--- config.mk ---
export PLATFORM = sky130hd
export DESIGN_NAME = sig_row_par
export DESIGN_NICKNAME = d
export VERILOG_FILES = /design/src/rtl/sig_row_par.sv
export SDC_FILE = /design/constraint.sdc
export NUM_CORES = 1
export LEC_CHECK = 0
export ABC_AREA = 1
export BUFFER_PORTS_ARGS = -buffer_cell sky130_fd_sc_hd__clkbuf_2
export CORE_MARGIN = 3
export CORE_UTILIZATION = 30
export DETAILED_ROUTE_END_ITERATION = 10
export PLACE_DENSITY = 0.63
export SYNTH_ARGS = -nofsm -noshare
export SYNTH_HDL_FRONTEND = slang
export SYNTH_SLANG_ARGS = --single-unit
--- constraint.sdc ---
create_clock -name clk_i -period 1.2 [get_ports clk_i]
set_clock_uncertainty 0.05 [all_clocks]
set_input_delay 0.3 -clock clk_i [delete_from_list [all_inputs] [get_ports clk_i]]
set_output_delay 0.3 -clock clk_i [all_outputs]
set_load 0.02 [all_outputs]
--- src/rtl/sig_row_par.sv ---
module sig_row_par #(
  parameter int SIG_W   = 32,
  parameter int ROW_BLK = 8
) (
  input  logic               clk_i,
  input  logic               rst_ni,
  input  logic               en_i,
  input  logic [SIG_W-1:0]   word_i,
  output logic [ROW_BLK-1:0] row_o
);
  localparam int IDX_W = (ROW_BLK > 1) ? $clog2(ROW_BLK) : 1;
  localparam logic [IDX_W-1:0] IDX_LAST = IDX_W'(ROW_BLK - 1);

  logic [IDX_W-1:0] idx_q;
  logic             word_par;

  assign word_par = ^word_i;

  always_ff @(posedge clk_i or negedge rst_ni) begin
    if (!rst_ni)                 idx_q <= '0;
    else if (en_i)               idx_q <= (idx_q == IDX_LAST) ? '0 : idx_q + 1'b1;
  end

  for (genvar k = 0; k < ROW_BLK; k++) begin : g_row
    always_ff @(posedge clk_i or negedge rst_ni) begin
      if (!rst_ni)                              row_o[k] <= 1'b0;
      else if (en_i && idx_q == IDX_W'(k))      row_o[k] <= row_o[k] ^ word_par;
    end
  end

  assert_row_idx_range_R5: assert property (@(posedge clk_i) disable iff (!rst_ni)
    idx_q <= IDX_LAST);
  assert_row_hold_R6: assert property (@(posedge clk_i) disable iff (!rst_ni)
    !en_i |=> $stable(row_o) && $stable(idx_q));
endmodule

# Word level (Yosys, flattened, before mapping)
# Index checks and enable logic that the tools add are counted.
# op_classes
addsub,1
n_eq_ne,7
muxes,1
bitwise_logic,8
n_reduce_logical,10
# ops
op,count
32-bit parity,1
"3-bit equality test, second input constant",4
1-bit logical AND,8
1-bit bitwise XOR,8
"3-bit by 2-bit equality test with 1-bit output, second input constant",2
"3-bit by 1-bit adder with 3-bit output, second input constant",1
"3-bit by 1-bit equality test with 1-bit output, second input constant",1
3-bit logical NOT,1
3-bit two-way mux,1
# word_totals
register_bits,11

# Logic depth before layout (Yosys ltp)
# Gate-level depths: netlist of the first run.
# depth
ltp_word,2
mapped_depth,15
depth_no_buf,15

# Worst setup path after synthesis of the first run
# Ideal clock, no wire load.
# synth_path
path_type,input to register
start,input word_i[24]
end,register row_o[0]
t_arrival_ns,1.191
t_required_ns,1.037
setup_slack_ns,-0.154
path_stages,15
n_path_buf,0
cell_sequence,inv_1 -> nand2_1 -> nand2_2 -> inv_2 -> nand2_2 -> nand2_1 -> nand2_2 -> nand2_2 -> nand2_1 -> nand2_4 -> nand2_4 -> nand2_4 -> nand3_1 -> nand2_1 -> inv_1
# synth_between
elab_chain_len,2
# synth_lines
element,line_no,text
from (decl),8,"input logic [SIG_W-1:0] word_i,"
32-bit parity,17,assign word_par = ^word_i;
1-bit bitwise XOR,27,else if (en_i && idx_q == IDX_W'(k)) row_o[k] <= row_o[k] ^ word_par;
"to (signal, indexed assignment)",27,
to (decl),9,output logic [ROW_BLK-1:0] row_o
# Every way passes these cells.
# A chain may end at the register's enable or synchronous reset.

# Worst setup path in the final report of the first run
# layout_path
start,input word_i[8]
end,register row_o[3]
# Same word-level chain as after synthesis.

==> flow_summary_export.csv, run 1 <==
group,metric,value,unit
layout,fill_cells,520,
setup_path,cp_num_buf_inv,3,
routing,wl_per_cell,8.23,µm
placed_design,gp_congestion,0.728,
yosys,synth_compound_area_share,0.922,%
floorplanning,start_util,31.5,%
power,design_power_total,2.49,mW
placed_design,dp_slack,-0.476,ns
global_route,grt_first_pass_wirelength,6400,µm
timing,tightest_slew,0.282,ns
global_route,grt_pass1_vias,1695,
yosys,synth_top_family_by_area,"simple AND/OR/NAND/NOR gates",
layout,nets,404,
routing,drt_wl_total,3560,µm
global_route,grt_busiest_layer,"met2",
floorplanning,die_y,79.7,µm
setup_path,end_kind,"flip-flop",
min_path,min_to,"idx_q[1]",
layout,num_antenna_cells,0,
setup_path,critical_path_depth,15,
timing,fmax,0.745,GHz
timing,hold_viol,0,
setup_path,crit_type,"in2reg",
setup_path,path_delay_family,"simple AND/OR/NAND/NOR gates",
routing,antenna_left,0,
yosys,synth.top_cell.area_share,37.8,%
timing,fin_crit,1.34,ns
global_route,grt_antenna_before_repair,0,
yosys,synth_mux_area_share,0,%
flow_run,maxCapViolCount,0,
floorplanning,die_area,0.00635,mm²
floorplanning,ios,43,
yosys,synth_cells,313,
setup_path,cp_common_cell,"nand2_1",
min_path,whs_path_depth,2,
yosys,synthTopCellsByArea,"nand2_1 (38%), dfrtp_1 (17%), inv_1 (12%)",
setup_path,slowest_delay,0.14,ns
routing,drtIter0Drc,28,
cts,clock_latency,0.24,ns
layout,synthToLayoutAreaGrowth,47.2,%
setup_path,arrival,1.43,ns
yosys,yosys_warnings,0,
yosys,netlist.top_cell.by_area,"nand2_1",
yosys,yosysUniqueCellTypes,14,
timing,timing.final.crit_share,112,%
yosys,synth_area_per_cell,5.20,µm²
setup_path,worst_ep_required_time,1.28,ns
setup_path,rr_worst_depth,8,
min_path,hp-class,"in2reg",
cts,cts_setup_buffers,0,
routing,drc,0,
global_route,grtUsageMet2,22.7,%
layout,utilization,46.3,%
timing,setup_viol,8,
outcome,violations,"setup timing",
yosys,ys_ff_latch,11,
setup_path,worstReg2RegStart,"idx_q[0]",
cts,clk_pin_slew_worst_paths,0.05,ns
floorplanning,die_w,79.7,µm
timing,relSlewSlack,81.2,%
placed_design,place_hpwl,2940,µm
floorplanning,core,0.00517,mm²
global_route,grt_start_max_net_pins,12,
timing,drv_slew,0,
timing,setup_ws,-0.143,ns
setup_path,reg2reg_slack,-0.08,ns
routing,vias,1838,
global_route,grt_usage,11.9,%
yosys,yosysSeqAreaShare,16.9,%
outcome,status,"finished, violations left",
setup_path,startpoint_type,"input port",
cts,cts_sinks,11,
yosys,synth_nets,354,
layout,drive_gt1_share,49.4,%
floorplanning,std_cell_rows,26,
power,ir_drop,0.000524,V
global_route,grtUsageMet1,13.7,%
setup_path,cpMaxStageDelayCell,"clkbuf_16",
global_route,use_met3,2.03,%
cts,cts_buffers,3,
placed_design,port_buffers,42,
setup_path,rr_endpoint,"row_o[7]",
yosys,synth.cell_area,0.00163,mm²
min_path,hp-start,"en_i",
cts,cts_tree,"built",
routing,drt_pre_antenna_iters,4,
cts,cts_buffer_depth,2,
power,leakage,1.40,nW
global_route,gr-total-overflow,0,
setup_path,worstPathMaxFanout,8,
cts,h-tree-depth,1,
power,power_density,1040,mW/mm²
timing,rsz0062_at_grt,"true",
yosys,yosys.area_share.simple,62.7,%
cts,cts_root_buf,"clkbuf_8",
routing,vias_per_cell,4.25,
setup_path,cp_cell_sequence,"clkbuf_16 > nor2_4 > nor2_4 > nand2_1 > nand2_1 > nand2_1 > nand2_2 > inv_2 > nand2_2 > nand2_4 > nand2_4 > nand2_8 > nand3_1 > nand2_1 > inv_1",
yosys,synthAdderAreaFrac,4.61,%
yosys,synth_xor_area_share,0,%
cell type report:
cell class / count / area [µm²] / area share (%)
multi-input cells: 238 / 1340 / 55.9
flip-flops and latches: 11 / 275 / 11.5
clock buffers: 4 / 45.0 / 1.88
inverters: 63 / 263 / 11.0
well taps: 70 / 87.6 / 3.66
repair buffers: 46 / 385 / 16.1
worst register-to-register path, delay by kind of cell (launching register included):
| family | cells | cell delay (ns) |
|---|---|---|
| and+or+nand+nor | 4 | 0.24 |
| adders and majority gates | 2 | 0.40 |
| DFF | 1 | 0.39 |
| buffers and inverters | 2 | 0.09 |
routing by layer:
metal	wire length (µm)	share of wire, %
met5	0	0
met4	34	0.96
met3	150	4.2
met2	1800	51
met1	1570	44
flip-flops by register name, summed over array words and instances (netlist names):
register	cells
idx_q	3
row_o	8
per-stage QoR:
stage / hold slack [ns] / std cells / area (µm²) / setup TNS (ns)
final: 0.281 / 432 / 2400 / -1.04
after global routing: 0.314 / 432 / 2400 / -2.00
after CTS: 0.299 / 432 / 2200 / -0.850
after detailed placement: 0.147 / 427 / 2030 / -3.73
after global placement: 0.146 / 427 / 2030 / -3.42
after floorplan: -0.0456 / 313 / 1710 / -1.07
cell usage in the layout (no fill, tap or decap), types with 2 or more instances in the layout:
master     netlist  routed
buf_2            0       2
ha_1             6       5
nand3_1         21      10
nor2_1           8       7
inv_2            9      28
clkbuf_16        0       2
clkbuf_2         0      20
nand2_8          0       3
inv_1           53      26
clkbuf_8         0       8
nor2_4           0       2
inv_4            0       7
buf_4            0      10
buf_6            0       5
dfrtp_1         11      11
nand2_2         26      67
nand2_4          9      10
nand2_1        164     119
nand3_2          0      11
power breakdown:
| group | leakage, nW | switching [mW] | internal (mW) |
|---|---|---|---|
| Clock | 0.0228 | 0.133 | 0.233 |
| Sequential | 0.109 | 0.137 | 0.524 |
| Combinational | 1.27 | 0.896 | 0.571 |
worst max-delay path by stage:
stage,start,end
6_report,word_i[8],row_o[3]
5_1_grt,word_i[3],row_o[4]
4_1_cts,word_i[8],row_o[4]
3_5_place_dp,word_i[8],row_o[6]
3_3_place_gp,word_i[8],row_o[4]
2_1_floorplan,word_i[24],row_o[0]
synth_stat cells, drive strengths merged:
library cell	instances
inv	62
nand3	21
dfrtp	11
nor2	9
clkbuf	1
nand2	199
ha	6
o21ai	2
clkinv	1
a21oi	1
kinds of logic (layout without fill, tap and decap cells):
family / Yosys count / in the layout
DFF: 11 / 11
AOI/OAI and AO/OA: 3 / 3
and+or+nand+nor: 229 / 229
adders and majority gates: 6 / 6
buffers and inverters: 64 / 113
repair_timing:
action / CTS / global route
pin swaps: 18 / 56
setup endpoints to repair: 8 / 12
gates resized for setup: 19 / 89
hold buffers: 1 / 0
endpoints found under the hold margin: 11 / 0
(Power assumes the default switching activity.)
==> run 2, diff against run 1 <==
--- a/config.mk
+++ b/config.mk
@@ -7,10 +7,9 @@
 export LEC_CHECK = 0
 export ABC_AREA = 1
 export BUFFER_PORTS_ARGS = -buffer_cell sky130_fd_sc_hd__clkbuf_2
-export CORE_MARGIN = 3
 export CORE_UTILIZATION = 30
 export DETAILED_ROUTE_END_ITERATION = 10
-export PLACE_DENSITY = 0.63
+export PLACE_DENSITY_LB_ADDON = 0.15
 export SYNTH_ARGS = -nofsm -noshare
 export SYNTH_HDL_FRONTEND = slang
 export SYNTH_SLANG_ARGS = --single-unit
==> flow_summary_export.csv, run 2 (synthesis gave the netlist of run 1 again) <==
group,metric,value,unit
outcome,status,"finished, violations left",
outcome,violations,"setup timing",
global_route,gr-total-overflow,0,
power,pwr-share-comb,59.6,%
timing,fin_setup_tns,-1.05,ns
min_path,whs_path_depth,3,
global_route,grt_start_max_net_pins,12,
power,clock_power_share,14.5,%
power,power_density,1110,mW/mm²
cts,cts_buffers,3,
layout,layout_common_cells,"nand2_1 (133), nand2_2 (55), inv_1 (32), clkbuf_2 (25), inv_2 (24)",
setup_path,worstPathMaxFanout,8,
setup_path,reg2reg_slack,-0.12,ns
floorplanning,die_area,0.00572,mm²
floorplanning,std_cell_rows,26,
timing,rsz0062_at_grt,"true",
timing,timing.final.crit_share,112,%
layout,largest_reg_flops,8,
layout,fill_cells,525,
power,p_sw,1.23,mW
cts,clk_pin_slew_worst_paths,0.05,ns
power,leakage,1.39,nW
routing,drt_wl_total,3530,µm
timing,setup_viol,8,
flow_run,maxCapViolCount,0,
cts,cts_tree,"built",
cts,h-tree-depth,1,
routing,antenna_left,0,
power,switching_share,46.8,%
setup_path,worstReg2RegStart,"idx_q[0]",
floorplanning,die_y,75.7,µm
routing,drt_pre_antenna_iters,4,
setup_path,startpoint_type,"input port",
timing,setup_ws,-0.145,ns
cts,cts_buffer_depth,2,
timing,fin_crit,1.35,ns
min_path,hp-class,"in2reg",
cts,cts_root_buf,"clkbuf_8",
floorplanning,ios,43,
routing,vias,1840,
setup_path,end_kind,"flip-flop",
setup_path,rr_endpoint,"row_o[1]",
floorplanning,start_util,31.5,%
setup_path,worst_ep_required_time,1.29,ns
timing,tightest_slew,0.292,ns
min_path,min_to,"idx_q[0]",
timing,fmax,0.743,GHz
global_route,grt_usage,12.1,%
global_route,grt_first_pass_wirelength,5490,µm
global_route,grt_antenna_before_repair,0,
setup_path,rr_worst_depth,9,
layout,final_common_cell,"nand2_1",
placed_design,gp_congestion,0.751,
layout,synthToLayoutAreaGrowth,46.0,%
floorplanning,core,0.00517,mm²
layout,utilization,45.9,%
timing,drv_slew,0,
min_path,hp-start,"en_i",
cts,cts_sinks,11,
power,ir_drop,0.000555,V
routing,drc,0,
routing,drtIter0Drc,25,
layout,num_antenna_cells,0,
placed_design,port_buffers,42,
timing,relSlewSlack,80.5,%
floorplanning,die_w,75.7,µm
layout,regMostFlops,"row_o",
layout,nets,407,
placed_design,place_hpwl,2730,µm
routing,wl_per_cell,8.12,µm
layout,drive_gt1_share,45.8,%
setup_path,crit_type,"in2reg",
timing,hold_viol,0,
cts,clock_latency,0.24,ns
layout,largest_registers,"row_o: 8 flops, idx_q: 3 flops",
global_route,grt_pass1_vias,1415,
power,p_int,1.40,mW
setup_path,arrival,1.43,ns
routing,vias_per_cell,4.23,
power,seq_power_share,25.9,%
-- run 2: repair_timing --
action                                  in CTS  in global routing
endpoints found under the setup margin      10                 16
hold endpoints to repair                    11                  0
pin swaps                                   21                 41
buffers inserted                             0                  2
hold buffers                                 1                  0
gates resized for setup                     27                 53
-- run 2: worst max-delay path by stage --
stage                           from  endpoint  slack, ns  depth (start not counted)
final                     word_i[24]  row_o[6]      -0.15                         15
after global routing      word_i[13]  row_o[4]      -0.26                         16
after CTS                  word_i[8]  row_o[5]      -0.10                         15
after detailed placement   word_i[8]  row_o[5]      -0.46                         16
after global placement     word_i[8]  row_o[5]      -0.45                         16
after floorplan           word_i[24]  row_o[0]      -0.14                         15
-- run 2: worst max-delay path, cell delays in order --
cell and delay (ns):
clkbuf_8 0.13, nand2_2 0.08, nand2_4 0.07, inv_2 0.07, nand2_2 0.06, nand2_1 0.07, nand2_2 0.05, nand2_2 0.07
nand2_2 0.07, nand2_4 0.11, nand2_4 0.08, nand2_8 0.11, nand3_2 0.07, nand2_2 0.06, inv_1 0.03
-- run 2: metal layers --
layer	up-vias	global-route usage [%]	routed length (µm)
met5	-	0	0
met4	0	3.09	35
met3	5	2.12	102
met2	28	20.6	1680
met1	792	15.7	1710
li1	1015	-	-
-- run 2: through the flow --
stage / cell area [µm²] / setup WS (ns) / cells / total power [mW] / hold slack (ns)
after floorplan: 1710 / -0.135 / 313 / 1.57 / -0.0456
after global placement: 2040 / -0.446 / 428 / 1.97 / 0.148
after detailed placement: 2040 / -0.462 / 428 / 1.98 / 0.151
after CTS: 2240 / -0.103 / 433 / 2.47 / 0.374
after global routing: 2380 / -0.262 / 435 / 2.90 / 0.406
final: 2380 / -0.145 / 435 / 2.63 / 0.379
-- run 2: area by class of cell --
cell class,instances,area [µm²],share of cell area (%)
Clock buffer,4,45.0,1.90
Inverter,63,258,10.8
Multi-Input combinational cell,238,1330,56.0
Sequential cell,11,275,11.6
Tap cell,70,87.6,3.69
Timing Repair Buffer,49,379,16.0
-- run 2: power by group through the flow --
stage	Clock, mW	Combinational [mW]	Sequential, mW
2_1_floorplan	0	0.801	0.767
3_3_place_gp	0	1.31	0.659
3_5_place_dp	0	1.32	0.664
4_1_cts	0.395	1.39	0.678
5_1_grt	0.405	1.79	0.703
6_report	0.382	1.57	0.682
==> run 3, diff against run 2 <==
--- a/config.mk
+++ b/config.mk
@@ -5,9 +5,11 @@
 export SDC_FILE = /design/constraint.sdc
 export NUM_CORES = 1
 export LEC_CHECK = 0
-export ABC_AREA = 1
+export ABC_AREA = 0
 export BUFFER_PORTS_ARGS = -buffer_cell sky130_fd_sc_hd__clkbuf_2
-export CORE_UTILIZATION = 30
+export CELL_PAD_IN_SITES_DETAIL_PLACEMENT = 1
+export CELL_PAD_IN_SITES_GLOBAL_PLACEMENT = 1
+export CORE_UTILIZATION = 29
 export DETAILED_ROUTE_END_ITERATION = 10
 export PLACE_DENSITY_LB_ADDON = 0.15
 export SYNTH_ARGS = -nofsm -noshare
==> flow_summary_export.csv, run 3 <==
group,metric,value,unit
global_route,grt_start_max_net_pins,12,
yosys,synth_compound_area_share,1.22,%
routing,wl_per_cell,11.8,µm
global_route,grt_first_pass_wirelength,3020,µm
timing,tightest_slew,0.294,ns
layout,fin_area,0.00140,mm²
timing,timing.final.crit_share,138,%
layout,synthToLayoutAreaGrowth,70.7,%
timing,setup_ws,-0.460,ns
setup_path,startpoint_type,"input port",
timing,setup_viol,8,
yosys,ys_async_sr_fraction,100,%
power,power_density,2240,mW/mm²
timing,relSlewSlack,80.3,%
routing,drt_wl_total,2030,µm
yosys,synth.top_cell.area_share,33.5,%
routing,drtIter0Drc,0,
setup_path,worst_ep_required_time,1.31,ns
timing,fmax,0.602,GHz
yosys,synth_area_per_cell,10.4,µm²
yosys,yosys_warnings,0,
global_route,grt_antenna_before_repair,0,
setup_path,cp_cell_sequence,"clkbuf_2 > xor2_2 > xnor2_2 > xnor2_1 > xnor2_1 > xnor2_2 > and4bb_2 > xor2_1",
timing,drv_slew,0,
yosys,synth_nets,120,
cts,cts_buffers,3,
yosys,netlist_top_cells_count,"xnor2_1 (26), xor2_1 (12), dfrtp_1 (11)",
setup_path,worstPathMaxFanout,6,
routing,vias,741,
placed_design,port_buffers,42,
yosys,synth_top_family_by_area,"XOR/XNOR gates",
global_route,grt_pass1_vias,744,
placed_design,placed_cell_area,0.00109,mm²
routing,drc,0,
yosys,yosysSeqAreaShare,33.5,%
yosys,synth_most_common_cell,"xnor2_1",
yosys,synth_xor_area_share,42.5,%
layout,largest_reg_flops,8,
yosys,synth_ff_type,"dfrtp_1",
floorplanning,die_y,55.2,µm
floorplanning,ios,43,
timing,rsz0062_at_grt,"true",
placed_design,dp_slack,-0.770,ns
setup_path,cpMaxStageDelayCell,"xnor2_2",
timing,fin_setup_tns,-3.35,ns
global_route,gr-total-overflow,0,
power,ir_drop,0.00149,V
yosys,synthTopCellsByArea,"dfrtp_1 (34%), xnor2_1 (28%), xor2_1 (13%)",
yosys,ys_ff_latch,11,
timing,hold_viol,0,
global_route,grt_usage,12.8,%
layout,num_antenna_cells,0,
layout,layout_common_cells,"clkbuf_2 (29), xnor2_1 (20), buf_4 (17), xor2_1 (10), dfrtp_1 (10)",
setup_path,arrival,1.77,ns
floorplanning,core,0.00257,mm²
layout,final_common_cell,"clkbuf_2",
cts,clk_pin_slew_worst_paths,0.08,ns
floorplanning,die_w,55.2,µm
yosys,synthAdderAreaFrac,9.15,%
floorplanning,start_util,32.0,%
routing,vias_per_cell,4.31,
cts,clock_latency,0.27,ns
setup_path,crit_type,"in2reg",
cts,cts_root_buf,"clkbuf_4",
routing,drt_pre_antenna_iters,1,
yosys,synth_cells,79,
yosys,synth_edf_count,0,
setup_path,slowest_delay,0.30,ns
cts,h-tree-depth,1,
cts,cts_tree,"built",
min_path,hp-class,"in2reg",
outcome,status,"finished, violations left",
yosys,synth.cell_area,821,µm²
yosys,netlist.top_cell.by_area,"dfrtp_1",
timing,hold_ws,0.301,ns
yosys,synth_mux_area_share,1.22,%
power,leakage,0.688,nW
layout,drive_gt1_share,59.2,%
layout,largest_registers,"row_o: 8 flops, idx_q: 3 flops",
routing,antenna_left,0,
layout,regMostFlops,"row_o",
layout,nets,184,
flow_run,maxCapViolCount,0,
outcome,violations,"setup timing",
placed_design,gp_congestion,0.714,
cts,cts_sinks,11,
setup_path,end_kind,"flip-flop",
yosys,yosys.area_share.simple,10.5,%
yosys,yosysUniqueCellTypes,15,
cts,cts_buffer_depth,2,
floorplanning,std_cell_rows,18,
placed_design,place_hpwl,1490,µm
timing,fin_crit,1.66,ns
floorplanning,die_area,0.00305,mm²
run 3: path summary, 6_finish.rpt:
path | start | to | slack [ns] | cells after the start
max | word_i[12] | row_o[2] | -0.46 | 8
min | en_i | idx_q[2] | 0.30 | 2
max reg2reg | idx_q[0] | row_o[0] | -0.08 | 4
min reg2reg | row_o[5] | row_o[5] | 0.48 | 2
max in group asynchronous | rst_ni | idx_q[2] | 0.46 | 2
min in group asynchronous | rst_ni | row_o[1] | 0.40 | 2
run 3: logic make-up (layout without fill, tap and decap cells):
| logic type | count (synthesis) | in the layout |
|---|---|---|
| compound gates | 2 | 2 |
| fa+ha+maj | 6 | 6 |
| simple gates | 16 | 16 |
| mux | 1 | 1 |
| flops | 11 | 11 |
| xor+xnor | 39 | 39 |
| buf+inv | 4 | 67 |
run 3: worst max-delay path, delay by kind of cell:
family,cells,cell delay [ns]
buffers and inverters,1,0.10
XOR/XNOR,6,1.07
AND/OR/NAND/NOR,1,0.28
run 3: layout make-up:
class                           count  area (µm²)
Clock buffer                        4        26.3
Fill cell                         298        1170
Inverter                            3        11.3
Multi-Input combinational cell     64         658
Sequential cell                    11         277
Tap cell                           30        37.5
Timing Repair Buffer               60         392
run 3: per-stage QoR:
stage,cells,power (mW),utilization [%]
after floorplan,79,1.57,-
after global placement,153,2.07,42.3
after detailed placement,153,2.10,42.3
after CTS,159,2.56,45.6
after global routing,172,3.36,54.6
final,172,3.14,54.6
run 3: layer usage:
layer | up-vias | part of all wire (%) | GRT usage (%)
met3 | 2 | 5.5 | 3.04
met1 | 333 | 38 | 13.0
met5 | - | 0 | 0
met4 | 0 | 0.99 | 6.43
met2 | 33 | 55 | 23.9
li1 | 373 | - | -
run 3: timing repair:
action                                  CTS  global route
hold buffers                              1             0
setup buffers                             1            13
endpoints found under the setup margin   10            19
cloned                                    0             0
pin swaps                                 4            13
hold endpoints to repair                 11             0
resized for setup                         9            37
run 3: report_power, final:
group / internal [mW] / switching, mW
sequential: 0.559 / 0.118
combinational: 1.15 / 1.04
clock: 0.128 / 0.138
total: 1.84 / 1.30
